`config.mk`:
```
export PLATFORM = sky130hd
export DESIGN_NAME = rst_pulse_gen
export DESIGN_NICKNAME = d
export VERILOG_FILES = /design/src/rtl/rpg_pkg.sv /design/src/rtl/rpg_width_timer.sv /design/src/rtl/rpg_req_ctrl.sv /design/src/rtl/rpg_line_override.sv /design/src/rtl/rst_pulse_gen.sv
export SDC_FILE = /design/constraint.sdc
export NUM_CORES = 1
export LEC_CHECK = 0
export ABC_AREA = 0
export BUFFER_PORTS_ARGS = -buffer_cell sky130_fd_sc_hd__buf_2
export CAP_MARGIN = 10
export CORE_MARGIN = 2
export CORE_UTILIZATION = 55
export CTS_CLUSTER_DIAMETER = 100
export DETAILED_ROUTE_END_ITERATION = 10
export GPL_ROUTABILITY_DRIVEN = 0
export PLACE_DENSITY = 0.78
export SLEW_MARGIN = 0
export SYNTH_ARGS = -nofsm -noshare
export SYNTH_HDL_FRONTEND = slang
export SYNTH_SLANG_ARGS = --single-unit
```
`constraint.sdc`:
```
create_clock -name clk -period 7.5 [get_ports clk]
set_clock_uncertainty 0.2 [all_clocks]
set_input_delay 0.375 -clock clk [delete_from_list [all_inputs] [get_ports clk]]
set_output_delay 0.375 -clock clk [all_outputs]
set_load 0.02 [all_outputs]
```
`src/rtl/rpg_pkg.sv`:
```
package rpg_pkg;
  typedef enum logic [1:0] {
    PH_IDLE = 2'd0,
    PH_COLD = 2'd1,
    PH_WARM = 2'd2
  } phase_e;

  localparam int unsigned LINE_PWROK = 0;
  localparam int unsigned LINE_RSTIN = 1;
  localparam int unsigned NUM_LINES  = 2;
endpackage

```
`src/rtl/rpg_width_timer.sv`:
```
module rpg_width_timer #(
  parameter int unsigned COLD_LOW_CYCLES = 12500,
  parameter int unsigned WARM_LOW_CYCLES = 1250
) (
  input  logic clk,
  input  logic rst,
  input  logic load_i,
  input  logic load_cold_i,
  output logic done_o
);
  localparam int unsigned MAX_W = (COLD_LOW_CYCLES > WARM_LOW_CYCLES) ?
                                  COLD_LOW_CYCLES : WARM_LOW_CYCLES;
  localparam int unsigned CW = $clog2(MAX_W + 1);
  localparam logic [CW-1:0] COLD_LOAD = CW'(COLD_LOW_CYCLES - 1);
  localparam logic [CW-1:0] WARM_LOAD = CW'(WARM_LOW_CYCLES - 1);

  logic [CW-1:0] cnt_q;

  always_ff @(posedge clk) begin
    if (rst) begin
      cnt_q <= '0;
    end else if (load_i) begin
      cnt_q <= load_cold_i ? COLD_LOAD : WARM_LOAD;
    end else if (cnt_q != '0) begin
      cnt_q <= cnt_q - 1'b1;
    end
  end

  assign done_o = (cnt_q == '0);

  // The remaining count never goes above the longest width.
  assert_count_bound_R6: assert property (@(posedge clk) disable iff (rst)
    cnt_q <= COLD_LOAD || cnt_q <= WARM_LOAD);
endmodule

```
`src/rtl/rpg_req_ctrl.sv`:
```
module rpg_req_ctrl
  import rpg_pkg::*;
(
  input  logic   clk,
  input  logic   rst,
  input  logic   start_i,
  input  logic   cold_sel_i,
  input  logic   pwr_ok_lvl_i,
  input  logic   rst_in_n_lvl_i,
  input  logic   timer_done_i,
  output phase_e phase_nxt_o,
  output logic   load_o,
  output logic   load_cold_o,
  output logic   busy_o
);
  phase_e phase_q, phase_nxt;
  logic   busy_q;

  always_comb begin
    phase_nxt   = phase_q;
    load_o      = 1'b0;
    load_cold_o = 1'b0;
    unique case (phase_q)
      PH_IDLE: begin
        if (start_i) begin
          if (cold_sel_i && pwr_ok_lvl_i) begin
            phase_nxt   = PH_COLD;
            load_o      = 1'b1;
            load_cold_o = 1'b1;
          end else if (!cold_sel_i && rst_in_n_lvl_i) begin
            phase_nxt = PH_WARM;
            load_o    = 1'b1;
          end
        end
      end
      PH_COLD, PH_WARM: begin
        if (timer_done_i) phase_nxt = PH_IDLE;
      end
      default: phase_nxt = PH_IDLE;
    endcase
  end

  always_ff @(posedge clk) begin
    if (rst) begin
      phase_q <= PH_IDLE;
      busy_q  <= 1'b0;
    end else begin
      phase_q <= phase_nxt;
      busy_q  <= (phase_nxt != PH_IDLE);
    end
  end

  assign phase_nxt_o = phase_nxt;
  assign busy_o      = busy_q;

  // A load happens only from idle.
  assert_load_from_idle_R7: assert property (@(posedge clk) disable iff (rst)
    load_o |-> !busy_q);
endmodule

```
`src/rtl/rpg_line_override.sv`:
```
module rpg_line_override #(
  parameter int unsigned LINES = 2
) (
  input  logic             clk,
  input  logic             rst,
  input  logic [LINES-1:0] lvl_i,
  input  logic [LINES-1:0] force_low_i,
  output logic [LINES-1:0] line_o,
  output logic [LINES-1:0] forced_o
);
  logic [LINES-1:0] line_q;
  logic [LINES-1:0] forced_q;

  for (genvar g = 0; g < LINES; g++) begin : g_line
    always_ff @(posedge clk) begin
      if (rst) begin
        line_q[g]   <= lvl_i[g];
        forced_q[g] <= 1'b0;
      end else begin
        line_q[g]   <= force_low_i[g] ? 1'b0 : lvl_i[g];
        forced_q[g] <= force_low_i[g];
      end
    end

    // An unforced line follows its level input one cycle later.
    assert_follow_level_R8: assert property (@(posedge clk) disable iff (rst)
      !forced_q[g] |-> line_q[g] == $past(lvl_i[g]));

    assert_forced_low_R1: assert property (@(posedge clk) disable iff (rst)
      forced_q[g] |-> !line_q[g]);
  end

  // Never more than one line overridden.
  assert_single_force_R3: assert property (@(posedge clk) disable iff (rst)
    $countones(forced_q) <= 1);

  assign line_o   = line_q;
  assign forced_o = forced_q;
endmodule

```
`src/rtl/rst_pulse_gen.sv`:
```
module rst_pulse_gen
  import rpg_pkg::*;
#(
  parameter int unsigned COLD_LOW_CYCLES = 12500,
  parameter int unsigned WARM_LOW_CYCLES = 1250
) (
  input  logic clk,
  input  logic rst,
  input  logic start_i,
  input  logic cold_sel_i,
  input  logic pwr_ok_lvl_i,
  input  logic rst_in_n_lvl_i,
  output logic pwr_ok_o,
  output logic rst_in_n_o,
  output logic busy_o
);
  phase_e               phase_nxt;
  logic                 load, load_cold, timer_done;
  logic [NUM_LINES-1:0] lvl, force_low, line, forced;

  rpg_width_timer #(
    .COLD_LOW_CYCLES(COLD_LOW_CYCLES),
    .WARM_LOW_CYCLES(WARM_LOW_CYCLES)
  ) i_timer (
    .clk        (clk),
    .rst        (rst),
    .load_i     (load),
    .load_cold_i(load_cold),
    .done_o     (timer_done)
  );

  rpg_req_ctrl i_ctrl (
    .clk           (clk),
    .rst           (rst),
    .start_i       (start_i),
    .cold_sel_i    (cold_sel_i),
    .pwr_ok_lvl_i  (pwr_ok_lvl_i),
    .rst_in_n_lvl_i(rst_in_n_lvl_i),
    .timer_done_i  (timer_done),
    .phase_nxt_o   (phase_nxt),
    .load_o        (load),
    .load_cold_o   (load_cold),
    .busy_o        (busy_o)
  );

  always_comb begin
    lvl                   = '0;
    force_low             = '0;
    lvl[LINE_PWROK]       = pwr_ok_lvl_i;
    lvl[LINE_RSTIN]       = rst_in_n_lvl_i;
    force_low[LINE_PWROK] = (phase_nxt == PH_COLD);
    force_low[LINE_RSTIN] = (phase_nxt == PH_WARM);
  end

  rpg_line_override #(.LINES(NUM_LINES)) i_override (
    .clk        (clk),
    .rst        (rst),
    .lvl_i      (lvl),
    .force_low_i(force_low),
    .line_o     (line),
    .forced_o   (forced)
  );

  assign pwr_ok_o   = line[LINE_PWROK];
  assign rst_in_n_o = line[LINE_RSTIN];

  assert_busy_matches_force_R6: assert property (@(posedge clk) disable iff (rst)
    busy_o == (|forced));

  assert_cold_ignored_R4: assert property (@(posedge clk) disable iff (rst)
    (start_i && !busy_o && cold_sel_i && !pwr_ok_lvl_i) |=> !busy_o);

  assert_warm_ignored_R5: assert property (@(posedge clk) disable iff (rst)
    (start_i && !busy_o && !cold_sel_i && !rst_in_n_lvl_i) |=> !busy_o);

  assert_kind_held_R7: assert property (@(posedge clk) disable iff (rst)
    (busy_o && $past(busy_o)) |-> $stable(forced));
endmodule

```
Word level (Yosys, flattened, before mapping)
Cells that the tools add are included.

Equality and inequality tests: 4. Reduce and logical (&&, ||, !) cells: 9. $add $sub $neg: 1. Mux-type cells: 19.

Operator list (number): $mux 14 (3); $logic_not 14->1 (1); $reduce_bool 14->1 (1); $sub 14x1->14 const B (1); $mux 1 (11); $mux 2 (4); $eq 2x1->1 const B (2); $eq 2x2->1 const B (2); $pmux 2 s2 (1); $reduce_bool 2->1 (2); $logic_and 1x1->1 (2); $logic_not 2->1 (1); $reduce_or 2->1 (1); $logic_not 1->1 (1).

Logic and storage cells: 38. Input bits: 6. Flip-flop bits (word level): 19.

Logic depth before layout (Yosys ltp)
Depth after elaboration: 9. Mapped depth: 7. Gate-level depth less buffers: 6.

Modules after synthesis
From an unflattened synthesis, not the netlist that was laid out.

Cell total of the unflattened synthesis: 125. Area, all modules: 1147.4 µm².

Modules (own cells, without submodules): rpg_width_timer (cells each 91, times used 1, area each 789.5 µm², sequential area each 280.3 µm²); rpg_req_ctrl (cells each 24, times used 1, area each 227.7 µm², sequential area each 60.1 µm²); rpg_line_override (cells each 8, times used 1, area each 115.1 µm², sequential area each 80.1 µm²); rst_pulse_gen (cells each 2, times used 1, area each 15.0 µm², sequential area each 0.0 µm²).

Worst setup path after synthesis
Ideal clock, no wire load.

Path type: reg2reg. From: register i_timer.cnt_q[2]. To: register i_override.line_q[1] (netlist: i_override.line_o[1]). Cell stages (with the launch flop): 6. Library setup time: 0.120 ns. Setup slack: 5.148 ns. Arrival: 2.032 ns. Buffers on the path: 1. Period minus slack after synthesis: 2.352 ns. Path through: dfxtp_1 or4_4 or4_1 clkbuf_1 a31o_2 o31a_1.

Cells in the longest elaborated chain, start to end: 6.

Ends and longest elaborated chain: start: declaration (line rpg_width_timer.sv:17) `logic [CW-1:0] cnt_q;`; start signal: assignment (line rpg_width_timer.sv:23) `cnt_q <= load_cold_i ? COLD_LOAD : WARM_LOAD;`; start signal: assignment (line rpg_width_timer.sv:25) `cnt_q <= cnt_q - 1'b1;`; $logic_not 14->1 (line rpg_width_timer.sv:29) `assign done_o = (cnt_q == '0);`; $mux 2 (line rpg_req_ctrl.sv:37) `if (timer_done_i) phase_nxt = PH_IDLE;`; $pmux 2 s2 (line rpg_req_ctrl.sv:23) `unique case (phase_q)`; $eq 2x2->1 (line rst_pulse_gen.sv:52) `force_low[LINE_RSTIN] = (phase_nxt == PH_WARM);`; $mux 1 (line rpg_line_override.sv:20) `line_q[g] <= force_low_i[g] ? 1'b0 : lvl_i[g];`; $mux 1 (line rpg_line_override.sv:16) `if (rst) begin`; end signal: indexed assignment (line rpg_line_override.sv:17) `line_q[g] <= lvl_i[g];`; end signal: indexed assignment (line rpg_line_override.sv:20); end: declaration (line rpg_line_override.sv:11) `logic [LINES-1:0] line_q;`.

No other way between the ends. A chain may end at the register's enable or synchronous reset.

Worst setup path after layout
From: register i_timer.cnt_q[2]. To: register i_timer.cnt_q[5].

Cells in the longest elaborated chain, start to end: 3.

Ends and longest elaborated chain: $sub 14x1->14 (line rpg_width_timer.sv:25); $mux 14 (line rpg_width_timer.sv:24) `end else if (cnt_q != '0) begin`; $mux 14 (line rpg_width_timer.sv:22) `end else if (load_i) begin`.

Several ways; a longest one is shown, not always the timed one. The select of a mux whose other input is x is not followed.

==> results.toml <==
[worst_setup_path]
path_delay_family = "simple AND/OR/NAND/NOR gates"
cp_slowest_cell = "nor4_1"
r2r_setup_slack_ns = 4.90
worstPathMaxFanout = 7
r2r_end = "i_timer.cnt_q[5]"
critPathArrivalTime_ns = 2.60
crit_path_end_kind = "register"
crit_buf_inv = 1
worstSetupStartpoint = "i_timer.cnt_q[2]"
crit_type = "register to register"
worst_ep_required_time_ns = 7.51
path_cells = "or4_4, nor4_1, buf_4, a221oi_1, a31o_2"
rr_worst_depth = 5
start_kind = "register"
r2r_start = "i_timer.cnt_q[2]"
max_stage_delay_ns = 0.76

[clock_network]
clk_pin_slew_ns = 0.11
insertion_delay_ns = 0.30
cts_buffers = 3
cts_sinks = 19
cts_setup_buffers = 0
cts_resized = 0
cts_tree = "yes"
cts_root_buf = "clkbuf_4"
ctsHtreeMaxLevel = 1
clockBufferDepth = 2
postCtsHoldBufs = 0

[timing]
min_period_over_period_pct = 34.7
drv_slew = 0
relSlewSlack_pct = 42.9
period_minus_slack_ns = 2.60
finalWorstSetupSlack_ns = 4.90
tightest_slew_ns = 0.849
hold_viol = 0
fmax_ghz = 0.385
finalSetupViolations = 0
timing.setup.tns_ns = 0
rsz0062_at_grt = "no"

[run_status]
run_status = "complete, no violations"

[placed_design]
portBuffers = 8
dp_cells = 152
place_ws_ns = 4.99
dp_hpwl_um = 1680

[synth]
ys_async_sr_fraction_pct = 0
ys_ff_latch = 19
yosys_warnings = 0
yosysSeqAreaShare_pct = 35.6
synth_area_mm2 = 0.00107
avgSynthCellArea_um2 = 8.62
syn-num-nets = 133
ys_types = 42
synth_edf_count = 0
synthCells = 124
synthFlopType = "dfxtp_1"

[cells_and_area]
multi_input_area_um2 = 634
final_nets = 141
layout_common_cells = "19 x dfxtp_1, 8 x inv_1, 8 x nand2_1, 8 x buf_2, 6 x o21ai_0"
seqCellArea_um2 = 380
drive_above_1_share_pct = 15.3
mostFrequentLayoutCell = "dfxtp_1"
area_growth_pct = 7.73
diodes = 0
fill_cells = 159
final_cells = 156
fin_util_pct = 64.6

[power]
ir_worst_vdd_mv = 0.247
p_leak_nw = 0.455
pwr_density_cell_mw_per_mm2 = 389
total_power_mw = 0.447

[floorplan]
core_mm2 = 0.00178
io_pins = 9
die_x_um = 48.1
die_h_um = 48.1
start_util_pct = 59.9
row_count = 15
die-area_mm2 = 0.00231

[routing]
firstDrtPassIters = 4
drt_wl_total_um = 2290
drc = 0
num_vias = 972
wire_per_inst_um = 14.7
ant_nets = 0
drtIter0Drc = 37
routed_via_density = 6.23

[hold_path]
whs_endpoint = "i_override.line_o[0]"
hold_depth = 3
min_from = "pwr_ok_lvl_i"
hp-class = "input port to register"

[global_route]
grt_max_degree = 13
grt_pass1_wl_um = 3530
grt_usage_pct = 22.2
grt_pass1_vias = 843
grt-ovfl-total = 0
antenna_found_initial = 0

[job]
drv_cap = 0
## worst register-to-register path: stages (launching register included)
cell	delay, ns
dfxtp_1	0.36
or4_4	0.59
nor4_1	0.76
buf_4	0.28
a221oi_1	0.09
a31o_2	0.23
## metrics by stage
step           area, um2  hold WS, ns
2_1_floorplan       1070        0.239
3_3_place_gp        1120        0.251
3_5_place_dp        1120        0.270
4_1_cts             1150        0.114
5_1_grt             1150        0.146
6_report            1150        0.124
## where the power goes
| part | leakage (nW) | total, mW | internal, mW | switching, mW |
|---|---|---|---|---|
| registers | 0.157 | 0.169 | 0.136 | 0.0330 |
| logic | 0.280 | 0.228 | 0.107 | 0.121 |
| clock network | 0.0177 | 0.0509 | 0.0199 | 0.0311 |
| total | 0.455 | 0.447 | 0.262 | 0.185 |
## cells in the mapped netlist (all sizes together) (2+ instances only)
cell     count  share of area [%]
a2111oi      3                2.5
mux2i        4                3.7
nand2        8                2.8
o211ai       3                2.1
or4          7                5.6
o21ai        6                2.8
nand3        2               0.94
a311oi       3                2.5
o32ai        2                1.6
or3          3                1.8
clkbuf       5                1.8
and2         3                1.8
a31oi        4                2.3
nand4b       2                1.6
nor2         5                1.8
inv          8                2.8
a31o         2                1.6
dfxtp       19                 36
a21boi       2                1.4
nand2b       5                2.9
a21oi        5                2.3
or4b         2                1.9
ha           3                3.5
or2          2                1.2
## state kept, by name (all words and copies together), names as in the netlist
signal / cells
i_ctrl.phase_q: 2
i_timer.cnt_q: 14
i_ctrl.busy_o: 1
i_override.line_o: 2
## worst max-delay path by stage
stage,to,depth (start not counted)
final,i_timer.cnt_q[5],5
after global routing,i_timer.cnt_q[5],5
after CTS,i_timer.cnt_q[5],5
after detailed placement,i_timer.cnt_q[5],5
after global placement,i_timer.cnt_q[5],5
after floorplan,i_override.line_o[1],5
## final cells by class
type / instances / share of cell area (%)
Multi-Input combinational cell: 91 / 55.1
Sequential cell: 19 / 33.0
Timing Repair Buffer: 9 / 4.13
Tap cell: 25 / 2.72
Inverter: 8 / 2.61
Clock buffer: 3 / 1.96
Clock inverter: 1 / 0.435
## per-layer routing
metal  GRT usage, %  wire (um)
met5              0          0
met4           8.11         13
met3           3.77        128
met2           35.2       1040
met1           30.1       1110
## kinds of logic after synthesis
group,after synthesis,synth area share (%)
fa+ha+maj,3,3.51
simple gates,46,26.6
compound gates,35,22.8
mux,5,4.80
flops,19,35.6
xor+xnor,2,1.64
buf+inv,14,5.03
Note: power is estimated with default switching activity, not from simulation.
